==> config.mk <==
export PLATFORM = sky130hd
export DESIGN_NAME = mmr_flash_xlat
export DESIGN_NICKNAME = d
export VERILOG_FILES = /design/src/rtl/mmr_pkg.sv /design/src/rtl/mmr_cfg_regs.sv /design/src/rtl/mmr_sclk_tick.sv /design/src/rtl/mmr_shift_unit.sv /design/src/rtl/mmr_flash_xlat.sv
export SDC_FILE = /design/constraint.sdc
export NUM_CORES = 1
export LEC_CHECK = 0
export ABC_AREA = 1
export ABC_CLOCK_PERIOD_IN_PS = 4300
export BUFFER_PORTS_ARGS = -buffer_cell sky130_fd_sc_hd__buf_2
export CAP_MARGIN = 20
export CORE_ASPECT_RATIO = 0.75
export CORE_UTILIZATION = 35
export DETAILED_ROUTE_END_ITERATION = 10
export GPL_ROUTABILITY_DRIVEN = 0
export PLACE_DENSITY = 0.63
export SLEW_MARGIN = 15
export SYNTH_ARGS = -nofsm -noshare
export SYNTH_HDL_FRONTEND = slang
export SYNTH_HIERARCHICAL = 1
export SYNTH_SLANG_ARGS = --single-unit
==> constraint.sdc <==
create_clock -name clk -period 4.3 [get_ports clk]
set_clock_uncertainty 0.2 [all_clocks]
set_input_delay 0.215 -clock clk [delete_from_list [all_inputs] [get_ports clk]]
set_output_delay 0.215 -clock clk [all_outputs]
set_load 0.01 [all_outputs]
==> src/rtl/mmr_pkg.sv <==
package mmr_pkg;

   typedef enum logic [1:0] {
      LANE_X1  = 2'd0,
      LANE_X2  = 2'd1,
      LANE_RSV = 2'd2,
      LANE_X4  = 2'd3
   } lane_mode_e;

   // packed so that a raw 14-bit write maps onto the fields directly
   typedef struct packed {
      lane_mode_e  lanes;
      logic [1:0]  dummy;
      logic [1:0]  alen_m1;
      logic [7:0]  opcode;
   } setup_t;

   localparam int    SETUP_W   = $bits(setup_t);
   localparam int    CMD_W     = 64;
   localparam logic [SETUP_W-1:0] SETUP_RST = 14'h0203;

   typedef enum logic [2:0] {
      ST_IDLE,
      ST_CMD,
      ST_DATA,
      ST_GAP,
      ST_RESP
   } seq_state_e;

   function automatic logic [6:0] cmd_len(setup_t s);
      int n;
      n = 8 * (2 + int'(s.alen_m1) + int'(s.dummy));
      return 7'(n);
   endfunction

   function automatic logic [6:0] data_steps(lane_mode_e m);
      case (m)
         LANE_X2: return 7'd16;
         LANE_X4: return 7'd8;
         default: return 7'd32;
      endcase
   endfunction

   function automatic logic [CMD_W-1:0] build_cmd(setup_t s, logic [31:0] addr);
      logic [31:0] a;
      a = addr << (8 * (3 - int'(s.alen_m1)));
      return {s.opcode, a, 24'h0};
   endfunction

endpackage

==> src/rtl/mmr_cfg_regs.sv <==
module mmr_cfg_regs
   import mmr_pkg::*;
#(
   parameter int NUM_CS = 4,
   parameter int SEL_W  = 3,
   parameter int CS_W   = 2
) (
   input  logic             clk,
   input  logic             rst_n,
   input  logic             cfg_wr,
   input  logic [SEL_W-1:0] cfg_sel,
   input  logic [31:0]      cfg_wdata,
   input  logic [CS_W-1:0]  lookup_cs,
   output logic             mm_on,
   output setup_t           lookup_setup
);

   localparam int FLAT_W = NUM_CS * SETUP_W;

   logic [FLAT_W-1:0] flat;
   logic              unused_hi;

   assign unused_hi = ^cfg_wdata[31:SETUP_W];

   always_ff @(posedge clk or negedge rst_n) begin
      if (!rst_n)
         mm_on <= 1'b0;
      else if (cfg_wr && cfg_sel == '0)
         mm_on <= cfg_wdata[0];
   end

   for (genvar k = 0; k < NUM_CS; k++) begin : g_slot
      logic [SETUP_W-1:0] q;
      always_ff @(posedge clk or negedge rst_n) begin
         if (!rst_n)
            q <= SETUP_RST;
         else if (cfg_wr && cfg_sel == SEL_W'(k + 1))
            q <= cfg_wdata[SETUP_W-1:0];
      end
      assign flat[k*SETUP_W +: SETUP_W] = q;
   end

   always_comb begin
      lookup_setup = setup_t'(SETUP_RST);
      for (int k = 0; k < NUM_CS; k++)
         if (int'(lookup_cs) == k)
            lookup_setup = setup_t'(flat[k*SETUP_W +: SETUP_W]);
   end

endmodule

==> src/rtl/mmr_sclk_tick.sv <==
module mmr_sclk_tick #(
   parameter int HALF_DIV = 2
) (
   input  logic clk,
   input  logic rst_n,
   input  logic run,
   output logic tick
);

   localparam int CW = (HALF_DIV > 1) ? $clog2(HALF_DIV) : 1;

   logic [CW-1:0] cnt;

   assign tick = run && (cnt == CW'(HALF_DIV - 1));

   always_ff @(posedge clk or negedge rst_n) begin
      if (!rst_n)
         cnt <= '0;
      else if (!run || tick)
         cnt <= '0;
      else
         cnt <= cnt + CW'(1);
   end

endmodule

==> src/rtl/mmr_shift_unit.sv <==
module mmr_shift_unit
   import mmr_pkg::*;
(
   input  logic             clk,
   input  logic             rst_n,
   input  logic             load,
   input  logic [CMD_W-1:0] load_vec,
   input  logic             shift_tx,
   input  logic             sample_rx,
   input  lane_mode_e       lanes,
   input  logic [3:0]       io_in,
   output logic             tx_bit,
   output logic [31:0]      rx_word
);

   logic [CMD_W-1:0] tx_q;
   logic [31:0]      acc;

   assign tx_bit = tx_q[CMD_W-1];

   always_ff @(posedge clk or negedge rst_n) begin
      if (!rst_n)
         tx_q <= '0;
      else if (load)
         tx_q <= load_vec;
      else if (shift_tx)
         tx_q <= {tx_q[CMD_W-2:0], 1'b0};
   end

   always_ff @(posedge clk or negedge rst_n) begin
      if (!rst_n)
         acc <= '0;
      else if (load)
         acc <= '0;
      else if (sample_rx) begin
         case (lanes)
            LANE_X2: acc <= {acc[29:0], io_in[1:0]};
            LANE_X4: acc <= {acc[27:0], io_in};
            default: acc <= {acc[30:0], io_in[1]};
         endcase
      end
   end

   // first byte to arrive sits in acc[31:24]; it belongs in the low byte
   for (genvar b = 0; b < 4; b++) begin : g_swap
      assign rx_word[b*8 +: 8] = acc[(3-b)*8 +: 8];
   end

endmodule

==> src/rtl/mmr_flash_xlat.sv <==
module mmr_flash_xlat
   import mmr_pkg::*;
#(
   parameter int NUM_CS       = 4,
   parameter int ADDR_W       = 24,
   parameter int WINDOW_BYTES = 1 << 20,
   parameter int HALF_DIV     = 2,
   parameter int SEL_W        = $clog2(NUM_CS + 1),
   parameter int CS_W         = (NUM_CS > 1) ? $clog2(NUM_CS) : 1
) (
   input  logic              clk,
   input  logic              rst_n,
   input  logic              cfg_wr,
   input  logic [SEL_W-1:0]  cfg_sel,
   input  logic [31:0]       cfg_wdata,
   input  logic              rd_req,
   input  logic [CS_W-1:0]   rd_cs,
   input  logic [ADDR_W-1:0] rd_addr,
   output logic              rd_ready,
   output logic [31:0]       rd_data,
   output logic              rd_err,
   output logic              mm_on,
   output logic              sclk,
   output logic [NUM_CS-1:0] cs_n,
   output logic [3:0]        io_out,
   output logic [3:0]        io_oe,
   input  logic [3:0]        io_in
);

   localparam logic [ADDR_W:0] WIN_LIM = (ADDR_W + 1)'(WINDOW_BYTES);

   if (NUM_CS < 1 || NUM_CS > 8) begin : g_chk_cs
      $error("NUM_CS must lie in 1..8");
   end
   if (ADDR_W < 8 || ADDR_W > 30) begin : g_chk_aw
      $error("ADDR_W must lie in 8..30");
   end
   if (WINDOW_BYTES < 4 || WINDOW_BYTES > (1 << ADDR_W)) begin : g_chk_win
      $error("WINDOW_BYTES must lie in 4..2**ADDR_W");
   end
   if (HALF_DIV < 1 || HALF_DIV > 1000) begin : g_chk_div
      $error("HALF_DIV must lie in 1..1000");
   end
   if (SEL_W < $clog2(NUM_CS + 1) || CS_W < 1 || (1 << CS_W) < NUM_CS) begin : g_chk_w
      $error("SEL_W or CS_W too narrow for NUM_CS");
   end

   seq_state_e        state;
   logic [6:0]        cnt;
   logic              sclk_q;
   logic [NUM_CS-1:0] cs_q;
   lane_mode_e        cur_lanes;
   logic              tick;
   logic              run;
   logic              refuse;
   logic              load;
   logic              shift_tx;
   logic              sample_rx;
   logic              tx_bit;
   logic [31:0]       rx_word;
   setup_t            sel_setup;
   logic [CMD_W-1:0]  cmd_vec;

   mmr_cfg_regs #(
      .NUM_CS (NUM_CS),
      .SEL_W  (SEL_W),
      .CS_W   (CS_W)
   ) u_cfg (
      .clk          (clk),
      .rst_n        (rst_n),
      .cfg_wr       (cfg_wr),
      .cfg_sel      (cfg_sel),
      .cfg_wdata    (cfg_wdata),
      .lookup_cs    (rd_cs),
      .mm_on        (mm_on),
      .lookup_setup (sel_setup)
   );

   assign run = (state == ST_CMD) || (state == ST_DATA) || (state == ST_GAP);

   mmr_sclk_tick #(
      .HALF_DIV (HALF_DIV)
   ) u_tick (
      .clk   (clk),
      .rst_n (rst_n),
      .run   (run),
      .tick  (tick)
   );

   assign refuse = !mm_on
                || (int'(rd_cs) >= NUM_CS)
                || (({1'b0, rd_addr} + (ADDR_W + 1)'(4)) > WIN_LIM);

   assign load      = (state == ST_IDLE) && rd_req && !refuse;
   assign shift_tx  = (state == ST_CMD)  && tick && sclk_q;
   assign sample_rx = (state == ST_DATA) && tick && !sclk_q;
   assign cmd_vec   = build_cmd(sel_setup, 32'(rd_addr));

   mmr_shift_unit u_shift (
      .clk       (clk),
      .rst_n     (rst_n),
      .load      (load),
      .load_vec  (cmd_vec),
      .shift_tx  (shift_tx),
      .sample_rx (sample_rx),
      .lanes     (cur_lanes),
      .io_in     (io_in),
      .tx_bit    (tx_bit),
      .rx_word   (rx_word)
   );

   always_ff @(posedge clk or negedge rst_n) begin
      if (!rst_n) begin
         state     <= ST_IDLE;
         cnt       <= '0;
         sclk_q    <= 1'b0;
         cs_q      <= '1;
         cur_lanes <= LANE_X1;
         rd_ready  <= 1'b0;
         rd_err    <= 1'b0;
         rd_data   <= '0;
      end else begin
         rd_ready <= 1'b0;
         rd_err   <= 1'b0;
         case (state)
            ST_IDLE: begin
               if (rd_req) begin
                  if (refuse) begin
                     state    <= ST_RESP;
                     rd_ready <= 1'b1;
                     rd_err   <= 1'b1;
                     rd_data  <= '0;
                  end else begin
                     state       <= ST_CMD;
                     cs_q[rd_cs] <= 1'b0;
                     cnt         <= cmd_len(sel_setup);
                     cur_lanes   <= sel_setup.lanes;
                  end
               end
            end
            ST_CMD: begin
               if (tick) begin
                  if (!sclk_q)
                     sclk_q <= 1'b1;
                  else begin
                     sclk_q <= 1'b0;
                     if (cnt == 7'd1) begin
                        state <= ST_DATA;
                        cnt   <= data_steps(cur_lanes);
                     end else
                        cnt <= cnt - 7'd1;
                  end
               end
            end
            ST_DATA: begin
               if (tick) begin
                  if (!sclk_q)
                     sclk_q <= 1'b1;
                  else begin
                     sclk_q <= 1'b0;
                     if (cnt == 7'd1) begin
                        state <= ST_GAP;
                        cs_q  <= '1;
                        cnt   <= 7'd2;
                     end else
                        cnt <= cnt - 7'd1;
                  end
               end
            end
            ST_GAP: begin
               if (tick) begin
                  if (cnt == 7'd1) begin
                     state    <= ST_RESP;
                     rd_ready <= 1'b1;
                     rd_data  <= rx_word;
                  end else
                     cnt <= cnt - 7'd1;
               end
            end
            ST_RESP: state <= ST_IDLE;
            default: state <= ST_IDLE;
         endcase
      end
   end

   assign sclk   = sclk_q;
   assign cs_n   = cs_q;
   assign io_out = {3'b000, (state == ST_CMD) ? tx_bit : 1'b0};
   assign io_oe  = {3'b000, (state == ST_CMD)};

endmodule

* Yosys cells after proc, flatten, opt, wreduce, memory -nomap -nowiden
Cells that the tools add are included.
** Storage, ports and cells
- Bits of input ports :: 69
- Register bits :: 205
- Logic and storage cells :: 144
- Output and inout port bits :: 48
** Cells by class
- Shifts and indexed selects :: 1
- Magnitude comparators :: 3
- Equality and inequality tests :: 25
- Bitwise gates (word level) :: 3
- Add/subtract/negate cells :: 6
- Mux-type cells :: 54
- Reductions and logical operators :: 36
** Operators with widths (count)
- 2-to-1 mux 32 bit :: 6
- 2-to-1 mux 64 bit :: 2
- one-hot mux 32 bit (2 select lines) :: 2
- 2-to-1 mux 7 bit :: 10
- 2-to-1 mux 14 bit :: 4
- << shifter 24 x 32 -> 32 bit :: 1
- 2-to-1 mux 3 bit :: 10
- one-hot mux 7 bit (4 select lines) :: 1
- adder 24 x 3 -> 25 bit, second input constant :: 1
- greater-than comparator 25 x 21 -> 1 bit, second input constant :: 1
- 2-to-1 mux 4 bit :: 5
- AND reduction 9 bit :: 2
- != test 2 bit, second input constant :: 7
- logical AND 1 bit :: 13
- equality test 3 x 2 -> 1 bit, second input constant :: 4
- one-hot mux 3 bit (4 select lines) :: 1
- one-hot mux 6 bit (2 select lines) :: 1
- != test 2 x 1 -> 1 bit, second input constant :: 5
- 2-to-1 mux 1 bit :: 9
- one-hot mux 4 bit (2 select lines) :: 1
- nonzero test 2 bit :: 4
- equality test 7 x 1 -> 1 bit, second input constant :: 1
- subtractor 7 x 1 -> 7 bit, second input constant :: 1
- equality test 2 bit, second input constant :: 3
- 24 further kinds :: 33

* Longest topological paths before layout
Gate-level depths: netlist (run 1).
- Depth in word-level cells :: 10
- Gate-level depth with buffers :: 19
- Depth with buffers taken out :: 18

* Cells and area by module
The synthesis (run 1) kept the hierarchy.
** Modules (own cells, without submodules)
- mmr_shift_unit :: area an instance 4733.3 um^2, times used 1, seq. area each 2402.3 um^2, cells each 642
- mmr_flash_xlat :: area an instance 3768.6 um^2, times used 1, seq. area each 1281.2 um^2, cells each 522
- mmr_cfg_regs :: area an instance 2751.4 um^2, times used 1, seq. area each 1441.4 um^2, cells each 326
- mmr_sclk_tick :: area an instance 42.5 um^2, times used 1, seq. area each 25.0 um^2, cells each 5

* Least setup slack after synthesis (run 1)
No wires, ideal clock.
- Path type :: in2reg
- Start :: input rd_addr[7]
- End :: register u_shift.acc[19]
- Setup slack :: 1.790 ns
- Data required time :: 3.983 ns
- Library setup time :: 0.117 ns
- Stages on the path :: 15
- Buffers on the path :: 1
- Arrival :: 2.193 ns
- Cell sequence :: nand2_1 > nor2_2 > nand3_1 > nand3b_4 > nand2_1 > nand2_1 > nor3_4 > nand3_4 > nor2_1 > inv_2 > nand2_2 > buf_6 > nor2_1 > nand3_1 > nand2_1
** Between the ends
- Cells in the longest elaborated chain, start to end :: 6
- Elaborated cells on any way between the ends :: 7
- Those cells by class :: add/sub: 1; order compare: 1; mux: 1; reduce/logical: 4
** Ends and longest elaborated chain
- start: declaration :: line mmr_flash_xlat.sv:18 : input logic [ADDR_W-1:0] rd_addr,
- adder 24 x 3 -> 25 bit * :: line mmr_flash_xlat.sv:92 : || (({1'b0, rd_addr} + (ADDR_W + 1)'(4)) > WIN_LIM);
- greater-than comparator 25 x 21 -> 1 bit * :: line mmr_flash_xlat.sv:92
- logical OR 1 bit * :: line mmr_flash_xlat.sv:92
- zero test 1 bit * :: line mmr_flash_xlat.sv:94 : assign load = (state == ST_IDLE) && rd_req && !refuse;
- logical AND 1 bit * :: line mmr_flash_xlat.sv:94
- via load :: line mmr_flash_xlat.sv:56 : logic load;
- 2-to-1 mux 32 bit or nonzero test 2 bit (tied branches)
- end signal: assignment :: line mmr_shift_unit.sv:37 : LANE_X2: acc <= {acc[29:0], io_in[1:0]};
- end signal: assignment :: line mmr_shift_unit.sv:38 : LANE_X4: acc <= {acc[27:0], io_in};
- end signal: assignment :: line mmr_shift_unit.sv:39 : default: acc <= {acc[30:0], io_in[1]};
- end: declaration :: line mmr_shift_unit.sv:17 : logic [31:0] acc;
Mark *: on every way through the listed nets, which the timed path passes. The rest lies on a longest branch.
A chain may end at the register's enable or synchronous reset.

==> results of run 1 <==
==> cell families (layout without fill, tap and decap cells) <==
| logic type | Yosys count | count (layout) | share of synthesized area, % |
|---|---|---|---|
| simple gates | 956 | 956 | 37.5 |
| flops | 205 | 205 | 45.6 |
| buf+inv | 187 | 303 | 8.53 |
| compound gates | 134 | 134 | 7.24 |
| fa+ha+maj | 6 | 6 | 0.665 |
| xor+xnor | 6 | 6 | 0.465 |
| other cells | 1 | 30 | 0.0332 |
==> synthesized netlist by cell type, types with 15 or more instances <==
master / number / share of area, %
buf_2: 26 / 1.2
buf_4: 20 / 1.3
clkbuf_1: 15 / 0.50
dfrtp_1: 189 / 42
dfstp_2: 16 / 3.7
inv_1: 103 / 3.4
nand2_1: 615 / 20
nand2_4: 21 / 2.1
nand3_1: 123 / 5.4
nand4_1: 42 / 2.3
nor2_1: 108 / 3.6
o21ai_0: 39 / 1.7
o21ai_1: 38 / 1.7
o21ai_2: 30 / 2.3
==> layout by cell type (no fill, tap or decap), types with 38 or more instances in the layout <==
cell type,instances
o21ai_0,39
nor2_1,105
nand4_1,42
buf_2,91
nand3_1,123
o21ai_1,38
dfrtp_1,189
nand2_1,615
inv_1,103
dlygate4sd3_1,46
==> routing by layer <==
| metal | track usage (%) | part of all wire [%] | vias to the layer above |
|---|---|---|---|
| li1 | - | - | 4973 |
| met1 | 26.3 | 50 | 4691 |
| met2 | 26.4 | 42 | 249 |
| met3 | 2.68 | 5.6 | 38 |
| met4 | 3.99 | 2.0 | 0 |
| met5 | 0 | 0 | - |
==> worst max-delay path, delay by kind of cell <==
family	cells	cell delay, ns
and+or+nand+nor	5	1.11
AOI/OAI and AO/OA	2	0.42
buffers and inverters	6	2.17
==> what timing repair did <==
| action | 4_1_cts | 5_1_grt |
|---|---|---|
| hold endpoints to repair | 182 | 0 |
| hold buffers | 46 | 0 |
| setup endpoints to repair | 0 | 0 |
| buffers inserted | 0 | 0 |
==> flip-flops by register name, indices dropped and copies added, names as in the netlist <==
name / flops
rd_err: 1
cnt: 7
sclk: 1
cur_lanes: 2
rd_ready: 1
u_cfg/mm_on: 1
u_cfg/g_slot.q: 56
cs_n: 4
u_shift/tx_q: 64
u_tick/cnt: 1
u_shift/acc: 32
rd_data: 32
state: 3
==> where the power goes <==
part	switching [W]	leakage (nW)	total, W	internal, W
sequential	0.000154	2.71	0.00234	0.00219
clock	0.000787	0.388	0.00209	0.00131
combinational	0.000746	3.47	0.00110	0.000351
total	0.00169	6.56	0.00553	0.00384
==> stage by stage <==
step,setup WS (ns),power [W]
finish,0.560,0.00553
floorplan,1.79,0.00320
CTS,0.664,0.00559
global route,0.306,0.00583
global placement,1.12,0.00340
detailed placement,1.04,0.00343
==> worst max path at each step <==
stage          slack (ns)  cells past startpoint                            to                  from
2_1_floorplan        1.79                     15   u_shift/acc[19]$_DFFE_PN0P_            rd_addr[7]
3_5_place_dp         1.04                     12  u_shift/tx_q[54]$_DFFE_PN0P_  state[2]$_DFFE_PN0P_
5_1_grt              0.31                     13  u_shift/tx_q[46]$_DFFE_PN0P_              rd_cs[0]
3_3_place_gp         1.12                     12  u_shift/tx_q[53]$_DFFE_PN0P_  state[2]$_DFFE_PN0P_
6_report             0.56                     13  u_shift/tx_q[46]$_DFFE_PN0P_              rd_cs[0]
4_1_cts              0.66                     13  u_shift/tx_q[46]$_DFFE_PN0P_              rd_cs[0]
==> area by class of cell <==
| type | count | area [um2] |
|---|---|---|
| Clock buffer | 35 | 671 |
| Multi-Input combinational cell | 1132 | 5300 |
| Inverter | 110 | 413 |
| Fill cell | 3265 | 18300 |
| Clock inverter | 5 | 125 |
| Tap cell | 406 | 508 |
| Timing Repair Buffer | 153 | 1090 |
| Sequential cell | 205 | 5150 |
==> results.md, run 1 <==
* Worst min path class: in -> reg
* Setup crit end kind: register
* H-tree depth at 1
* Via/cell ratio at 4.86
* Mapped Area at 11300 um2
* CP Data Arrival Time at 3.92 ns
* DRC at 0
* Die span in y at 158 um
* Initial Utilization at 35.8%
* Netlist cell types at 42
* Pins Over Slew Limit at 0
* Period utilisation layout at 87.0%
* Peak VDD IR at 0.000257 V
* Setup TNS at 0 ns
* Worst Path Required at 4.48 ns
* End of the worst hold path: u_shift/tx_q[51]$_DFFE_PN0P_
* Number of synthesized flops with an enable pin at 0
* Antenna diodes at 0
* Max Fclk at 0.267 GHz
* Crit-path max cell delay at 0.71 ns
* GR Util All Layers at 17.5%
* Initial drt markers at 863
* Clock Latency Late Sink at 0.51 ns
* Largest net degree at the start of global routing at 101
* Placed Instance Area at 12000 um2
* CTS buffer count at 23
* Min-delay src: rd_addr[19]
* Buffers on Ports at 92
* RSZ-0062 raised after global routing: no
* Gr ovfl total at 0
* CTS resizes at 0
* Nets at 1700
* CP Launch Type: input pin
* Post-synth ARST share at 100%
* #FFs+latches synth at 205
* Pre-antenna DRT Iters at 7
* P_leak at 6.56 nW
* CORE AREA at 31500 um2
* Max Cap Violations at 0
* Final setup viols at 0
* HPWL Detailed at 18700 um
* Wire per inst at 14.0 um
* Reg2reg path depth at 12
* Status: finished clean
* Reg-to-Reg End: u_shift/tx_q[55]$_DFFE_PN0P_
* Top_reg_cell synth: dfrtp_1
* TritonCTS clock tree: done
* Sequential element share of the synthesized area at 45.6%
* Placed cell count at 1960
* CP max FO at 30
* I/O pin cnt at 117
* Global-route wire length before repair at 47800 um
* Slew @ Worst Pin at 1.01 ns
* Hold path depth at 5
* Final core occ at 42.1%
* CP max-delay cell: nor2_1
* Worst hold slack at 0.0385 ns
* Die boundary width at 209 um
* Total length of routed wires at 28700 um
* CP Class: in -> reg
* Final instance count without filler cells at 2046
* Syn Inst Count at 1495
* DIE AREA at 33000 um2
* Final hold vios at 0
* Post-route cell area at 13300 um2
* Root Driver: clkbuf_16
* Min cycle time layout at 3.74 ns
* Ys Warns at 6
* Power Density at 417 nW/um2
* Worst R2R Setup Slack at 1.06 ns
* Post-Syn Area per Cell at 7.56 um2
* Via count at 9951
* Core Rows at 56
* CTS clk-pin slew, worst paths at 0.06 ns
* Synth-to-layout area growth at 17.4%
* FF-to-FF Start: state[2]$_DFFE_PN0P_
* # clock sinks at 205
* Post-route ant nets at 0
* Max-slew headroom at 32.5%
* Initial antenna violation count at 0
* Number of global-route vias before repair at 9283
* Deepest clock path buffer count at 3
* Share of cells above drive strength 1 at 15.4%
* Crit-path cells: dlygate4sd3_1 > buf_2 > inv_1 > nor2_1 > nand2_1 > nand4_1 > buf_4 > clkinv_1 > o21ai_0 > o21ai_0 > dlygate4sd3_1 > nand2_1 > nand3_1
No activity file was read; power rests on OpenSTA's default activity.
==> inputs of run 2 (changes only) <==
--- a/config.mk
+++ b/config.mk
@@ -5,12 +5,12 @@
 export SDC_FILE = /design/constraint.sdc
 export NUM_CORES = 1
 export LEC_CHECK = 0
-export ABC_AREA = 1
 export ABC_CLOCK_PERIOD_IN_PS = 4300
 export BUFFER_PORTS_ARGS = -buffer_cell sky130_fd_sc_hd__buf_2
-export CAP_MARGIN = 20
+export CAP_MARGIN = 40
 export CORE_ASPECT_RATIO = 0.75
 export CORE_UTILIZATION = 35
+export CTS_BUF_LIST = sky130_fd_sc_hd__clkbuf_16
 export DETAILED_ROUTE_END_ITERATION = 10
 export GPL_ROUTABILITY_DRIVEN = 0
 export PLACE_DENSITY = 0.63
==> results.md, run 2 <==
* Post-route cell area at 12700 um2
* Sequential element share of the synthesized area at 48.4%
* Final setup viols at 0
* Initial Utilization at 36.1%
* Top_reg_cell synth: dfrtp_1
* CP Data Arrival Time at 3.42 ns
* GR Util All Layers at 16.3%
* Top flop regs: u_shift/tx_q (64), u_cfg/g_slot.q (56)
* Buffers on Ports at 92
* DRC at 0
* Area share of the largest cell type after synthesis at 44.5%
* #FFs+latches synth at 205
* Mapped Area at 10600 um2
* CTS buffer count at 24
* Ys Warns at 6
* Via/cell ratio at 5.16
* CP Class: reg -> reg
* P_leak at 5.05 nW
* Largest Register: u_shift/tx_q
* Root Driver: clkbuf_16
* TritonCTS clock tree: done
* Die boundary width at 203 um
* Peak VDD IR at 0.000236 V
* Area leader, netlist: dfrtp_1
* Antenna diodes at 0
* Post-Syn Area per Cell at 11.7 um2
* Power Density at 368 nW/um2
* Setup TNS at 0 ns
* CTS Hold Bufs at 54
* Via count at 7524
* Core Rows at 54
* Top cells by area, synth: dfrtp_1, mux2i_1, o21ai_0
* Post-synth ARST share at 100%
* H-tree depth at 1
* Nets at 1124
* CORE AREA at 29500 um2
* Post-synth top cells: dfrtp_1, mux2i_1, nand2_1
* Setup crit end kind: register
* CTS clk-pin slew, worst paths at 0.06 ns
* Final hold vios at 0
* Share of cells above drive strength 1 at 23.5%
* Dominant cell by count in the synthesized netlist: dfrtp_1
* Largest net degree at the start of global routing at 145
* Initial antenna violation count at 0
* Max-slew headroom at 51.4%
* RSZ-0062 raised after global routing: no
* HPWL Detailed at 15600 um
* Total length of routed wires at 24800 um
* Syn Inst Count at 911
* CP max FO at 64
* Setup Buffers After CTS at 0
* Number of global-route vias before repair at 7628
* Largest register FFs at 64
* Commonest non-fill, non-tap cells in the layout: dfrtp_1, mux2i_1, nand2_1, buf_2, o21ai_0
* Min cycle time layout at 3.19 ns
* Power Total at 0.00469 W
* Deepest clock path buffer count at 3
* Final core occ at 43.2%
* Most common cell after layout, fill and taps aside: dfrtp_1
* Period utilisation layout at 74.2%
* Clock Latency Late Sink at 0.52 ns
* Global-route wire length before repair at 41800 um
* Netlist cell types at 73
* Pre-antenna DRT Iters at 5
* Pins Over Slew Limit at 0
* DIE AREA at 31100 um2
* Status: finished clean
* Post-route ant nets at 0
* Gr ovfl total at 0
* Number of synthesized flops with an enable pin at 0
* Wire per inst at 17.0 um
* Max Fclk at 0.314 GHz
* CP Launch Type: register
* Worst min path class: in -> reg
* Die span in y at 153 um
* Max Cap Violations at 0
* Initial drt markers at 560
* Placed Instance Area at 11400 um2
* Slew @ Worst Pin at 0.729 ns
* I/O pin cnt at 117
* # clock sinks at 205
* Worst Path Required at 4.53 ns
* Synth-to-layout area growth at 19.6%
* CTS resizes at 0
* Worst hold slack at 0.0708 ns
## run 2: power by group
part	leakage [nW]	total, W	switching (W)	internal [W]
Clock	0.381	0.00200	0.000804	0.00119
Combinational	2.33	0.000561	0.000264	0.000298
Sequential	2.34	0.00213	0.0000633	0.00207
Total	5.05	0.00469	0.00113	0.00356
## run 2: critical path, cell delays in order, from the launching register on
cell and delay, ns:
dfrtp_1 0.62, nor2_1 0.14, or2_2 0.35, inv_1 0.11, and2_2 0.20, nor2b_1 0.18, nand2_1 0.13, nor3_2 0.31
buf_12 0.31, or4bb_1 0.43, o221ai_1 0.08
## run 2: cell type report
type	instances	area, um2
Clock buffer	24	601
Tap cell	392	490
Fill cell	2749	16700
Multi-Input combinational cell	642	5040
Clock inverter	18	170
Timing Repair Buffer	161	1210
Inverter	15	56.3
Sequential cell	205	5150
## run 2: worst paths after layout
| kind | start | end | slack (ns) | depth (start not counted) |
|---|---|---|---|---|
| setup / recovery | state[0]$_DFFE_PN0P_ | u_shift/acc[3]$_DFFE_PN0P_ | 1.11 | 10 |
| hold / removal | rd_cs[1] | cs_n[2]$_DFFE_PN1P_ | 0.07 | 3 |
| setup reg to reg | state[0]$_DFFE_PN0P_ | u_shift/acc[3]$_DFFE_PN0P_ | 1.11 | 10 |
| hold reg to reg | u_cfg/g_slot[3].q[7]$_DFFE_PN0P_ | u_cfg/g_slot[3].q[7]$_DFFE_PN0P_ | 0.29 | 1 |
| max in group asynchronous | rst_n | u_cfg/g_slot[0].q[9]$_DFFE_PN1P_ | 2.74 | 3 |
| min in group asynchronous | rst_n | rd_data[8]$_DFFE_PN0P_ | 0.09 | 2 |
## run 2: kinds of logic after synthesis
group / synth area share (%)
other: 0.0353
and+or+nand+nor: 12.9
buffers and inverters: 5.46
DFF: 48.4
AOI/OAI and AO/OA: 11.9
muxes: 20.4
adders and majority gates: 0.706
xor gates and xnor gates: 0.165
## run 2: per-layer routing
metal / up-vias / share of wire (%) / global-route usage, %
met3: 44 / 4.4 / 2.94
met4: 0 / 2.4 / 4.69
met1: 3745 / 50 / 24.1
met2: 152 / 44 / 24.1
li1: 3583 / - / -
met5: - / 0 / 0
## run 2: through the flow
step	instances	setup slack [ns]
5_1_grt	1457	0.938
2_1_floorplan	940	1.33
3_5_place_dp	1361	1.15
4_1_cts	1457	1.13
3_3_place_gp	1357	1.21
6_report	1457	1.11
==> inputs of run 3 (changes only) <==
--- a/config.mk
+++ b/config.mk
@@ -5,7 +5,7 @@
 export SDC_FILE = /design/constraint.sdc
 export NUM_CORES = 1
 export LEC_CHECK = 0
-export ABC_CLOCK_PERIOD_IN_PS = 4300
+export ABC_CLOCK_PERIOD_IN_PS = 3330
 export BUFFER_PORTS_ARGS = -buffer_cell sky130_fd_sc_hd__buf_2
 export CAP_MARGIN = 40
 export CORE_ASPECT_RATIO = 0.75
==> constraint.sdc (replaced) <==
create_clock -name clk -period 3.33 [get_ports clk]
set_clock_uncertainty 0.2 [all_clocks]
set_input_delay 0.1665 -clock clk [delete_from_list [all_inputs] [get_ports clk]]
set_output_delay 0.1665 -clock clk [all_outputs]
set_load 0.01 [all_outputs]
==> results.md, run 3 (synthesis gave the netlist of run 2 again) <==
* Placed Instance Area at 11500 um2
* Status: finished clean
* Sw Share at 24.3%
* Synth-to-layout area growth at 20.8%
* Gr ovfl total at 0
* HPWL Detailed at 15900 um
* DIE AREA at 31100 um2
* Power Density at 468 nW/um2
* CP Class: in -> reg
* Antenna diodes at 0
* Deepest clock path buffer count at 3
* CTS clk-pin slew, worst paths at 0.06 ns
* Most common cell after layout, fill and taps aside: dfrtp_1
* Min cycle time layout at 3.02 ns
* Nets at 1141
* Largest net degree at the start of global routing at 84
* CP max FO at 79
* Max-slew headroom at 54.9%
* Setup TNS at 0 ns
* CTS resizes at 0
* CORE AREA at 29500 um2
* Via count at 7584
* Die span in y at 153 um
* GR Util All Layers at 16.3%
* Post-route ant nets at 0
* Comb pwr share at 12.6%
* Number of global-route vias before repair at 7726
* Setup crit end kind: register
* Post-route cell area at 12800 um2
* RSZ-0062 raised after global routing: no
* Delay-heaviest family, CP: buffers and inverters
* Initial antenna violation count at 0
* DRC at 0
* Wire per inst at 16.9 um
* Initial drt markers at 495
* Pins Over Slew Limit at 0
* P_sw at 0.00146 W
* Share of cells above drive strength 1 at 24.2%
* P_leak at 5.13 nW
* Period utilisation layout at 90.7%
* Clk pwr share at 41.6%
* Initial Utilization at 36.1%
* Global-route wire length before repair at 41900 um
* Top flop regs: u_shift/tx_q (64), u_cfg/g_slot.q (56)
* Root Driver: clkbuf_16
* Worst min path class: in -> reg
* Sequential fraction of design power at 45.8%
* # clock sinks at 205
* Final hold vios at 0
* Core Rows at 54
* Peak VDD IR at 0.000402 V
* TritonCTS clock tree: done
* Pre-antenna DRT Iters at 5
* I/O pin cnt at 117
* Max Cap Violations at 0
* Commonest non-fill, non-tap cells in the layout: dfrtp_1, mux2i_1, nand2_1, buf_2, o21ai_0
* CP Launch Type: input pin
* CTS buffer count at 24
* Worst Path Required at 3.48 ns
* Largest register FFs at 64
* Crit-path max cell delay at 0.54 ns
* CP Data Arrival Time at 3.18 ns
* Pint at 0.00454 W
* Die boundary width at 203 um
* Fillers at 2803
* Largest Register: u_shift/tx_q
* CP max-delay cell: buf_4
* H-tree depth at 1
* Final setup viols at 0
* Most used cell along the critical path: o21ai_0
* Total length of routed wires at 24900 um
* Crit-path cells: dlygate4sd3_1 > buf_2 > nor4_1 > o21ai_0 > o311ai_2 > nand2_1 > nor2_4 > buf_4 > o21ai_0
* Clock Latency Late Sink at 0.51 ns
* Buffers on Ports at 92
* Via/cell ratio at 5.14
* Max Fclk at 0.331 GHz
* Slew @ Worst Pin at 0.676 ns
* Worst path buffer plus inverter count at 3
run 3: changes by cell type in the layout (fill, tap and decap cells not counted), moves of 2 or more:
cell / before / now
buf_4: 7 / 18
buf_6: 2 / 0
clkinv_1: 8 / 4
clkinv_2: 2 / 5
dlygate4sd3_1: 54 / 61
inv_1: 17 / 21
run 3: worst paths after layout:
| check | to | from | depth (start not counted) | slack [ns] |
|---|---|---|---|---|
| setup / recovery | u_shift/tx_q[27]$_DFFE_PN0P_ | rd_addr[12] | 9 | 0.31 |
| hold / removal | cs_n[2]$_DFFE_PN1P_ | rd_cs[1] | 3 | 0.03 |
| setup reg to reg | u_shift/tx_q[54]$_DFFE_PN0P_ | u_cfg/g_slot[1].q[9]$_DFFE_PN1P_ | 9 | 0.38 |
| hold reg to reg | rd_data[18]$_DFFE_PN0P_ | rd_data[18]$_DFFE_PN0P_ | 1 | 0.29 |
| max in group asynchronous | u_cfg/g_slot[2].q[9]$_DFFE_PN1P_ | rst_n | 3 | 1.99 |
| min in group asynchronous | rd_data[9]$_DFFE_PN0P_ | rst_n | 2 | 0.06 |
run 3: timing repair:
action | CTS | global route
hold buffers | 61 | 0
hold endpoints to repair | 174 | 0
setup buffers | 0 | 0
run 3: worst min-delay path: cells and delay by family:
kind	cells	cell delay, ns
buffers and inverters	2	0.46
AOI/OAI and AO/OA	1	0.10
run 3: per-layer routing:
metal	GRT usage [%]	up-vias	routed length (um)
met2	24.6	178	11000
met5	0	-	0
met4	3.97	0	429
li1	-	3623	-
met1	24.0	3755	12200
met3	3.03	28	1330
run 3: area by class of cell:
class / count / area [um2] / share of cell area, %
Clock inverter: 20 / 154 / 1.20
Clock buffer: 24 / 601 / 4.68
Tap cell: 392 / 490 / 3.82
Inverter: 15 / 56.3 / 0.438
Timing Repair Buffer: 178 / 1350 / 10.5
Multi-Input combinational cell: 642 / 5040 / 39.3
Sequential cell: 205 / 5150 / 40.1
run 3: metrics by stage:
stage | std cells | setup WS, ns | hold slack, ns | power, W | utilization (%)
after floorplan | 940 | 0.407 | -0.329 | 0.00322 | -
after global placement | 1368 | 0.583 | 0.0686 | 0.00343 | 38.8
after detailed placement | 1371 | 0.557 | 0.0649 | 0.00345 | 39.0
after CTS | 1476 | 0.459 | 0.0163 | 0.00608 | 43.6
after global routing | 1476 | 0.0641 | 0.0389 | 0.00627 | 43.6
final | 1476 | 0.309 | 0.0287 | 0.00601 | 43.6
run 3: power groups by stage:
stage / clock network [W] / logic, W / registers, W
floorplan: 0 / 0.000456 / 0.00276
global placement: 0 / 0.000650 / 0.00278
detailed placement: 0 / 0.000658 / 0.00279
CTS: 0.00257 / 0.000753 / 0.00275
global route: 0.00267 / 0.000828 / 0.00277
finish: 0.00250 / 0.000758 / 0.00275
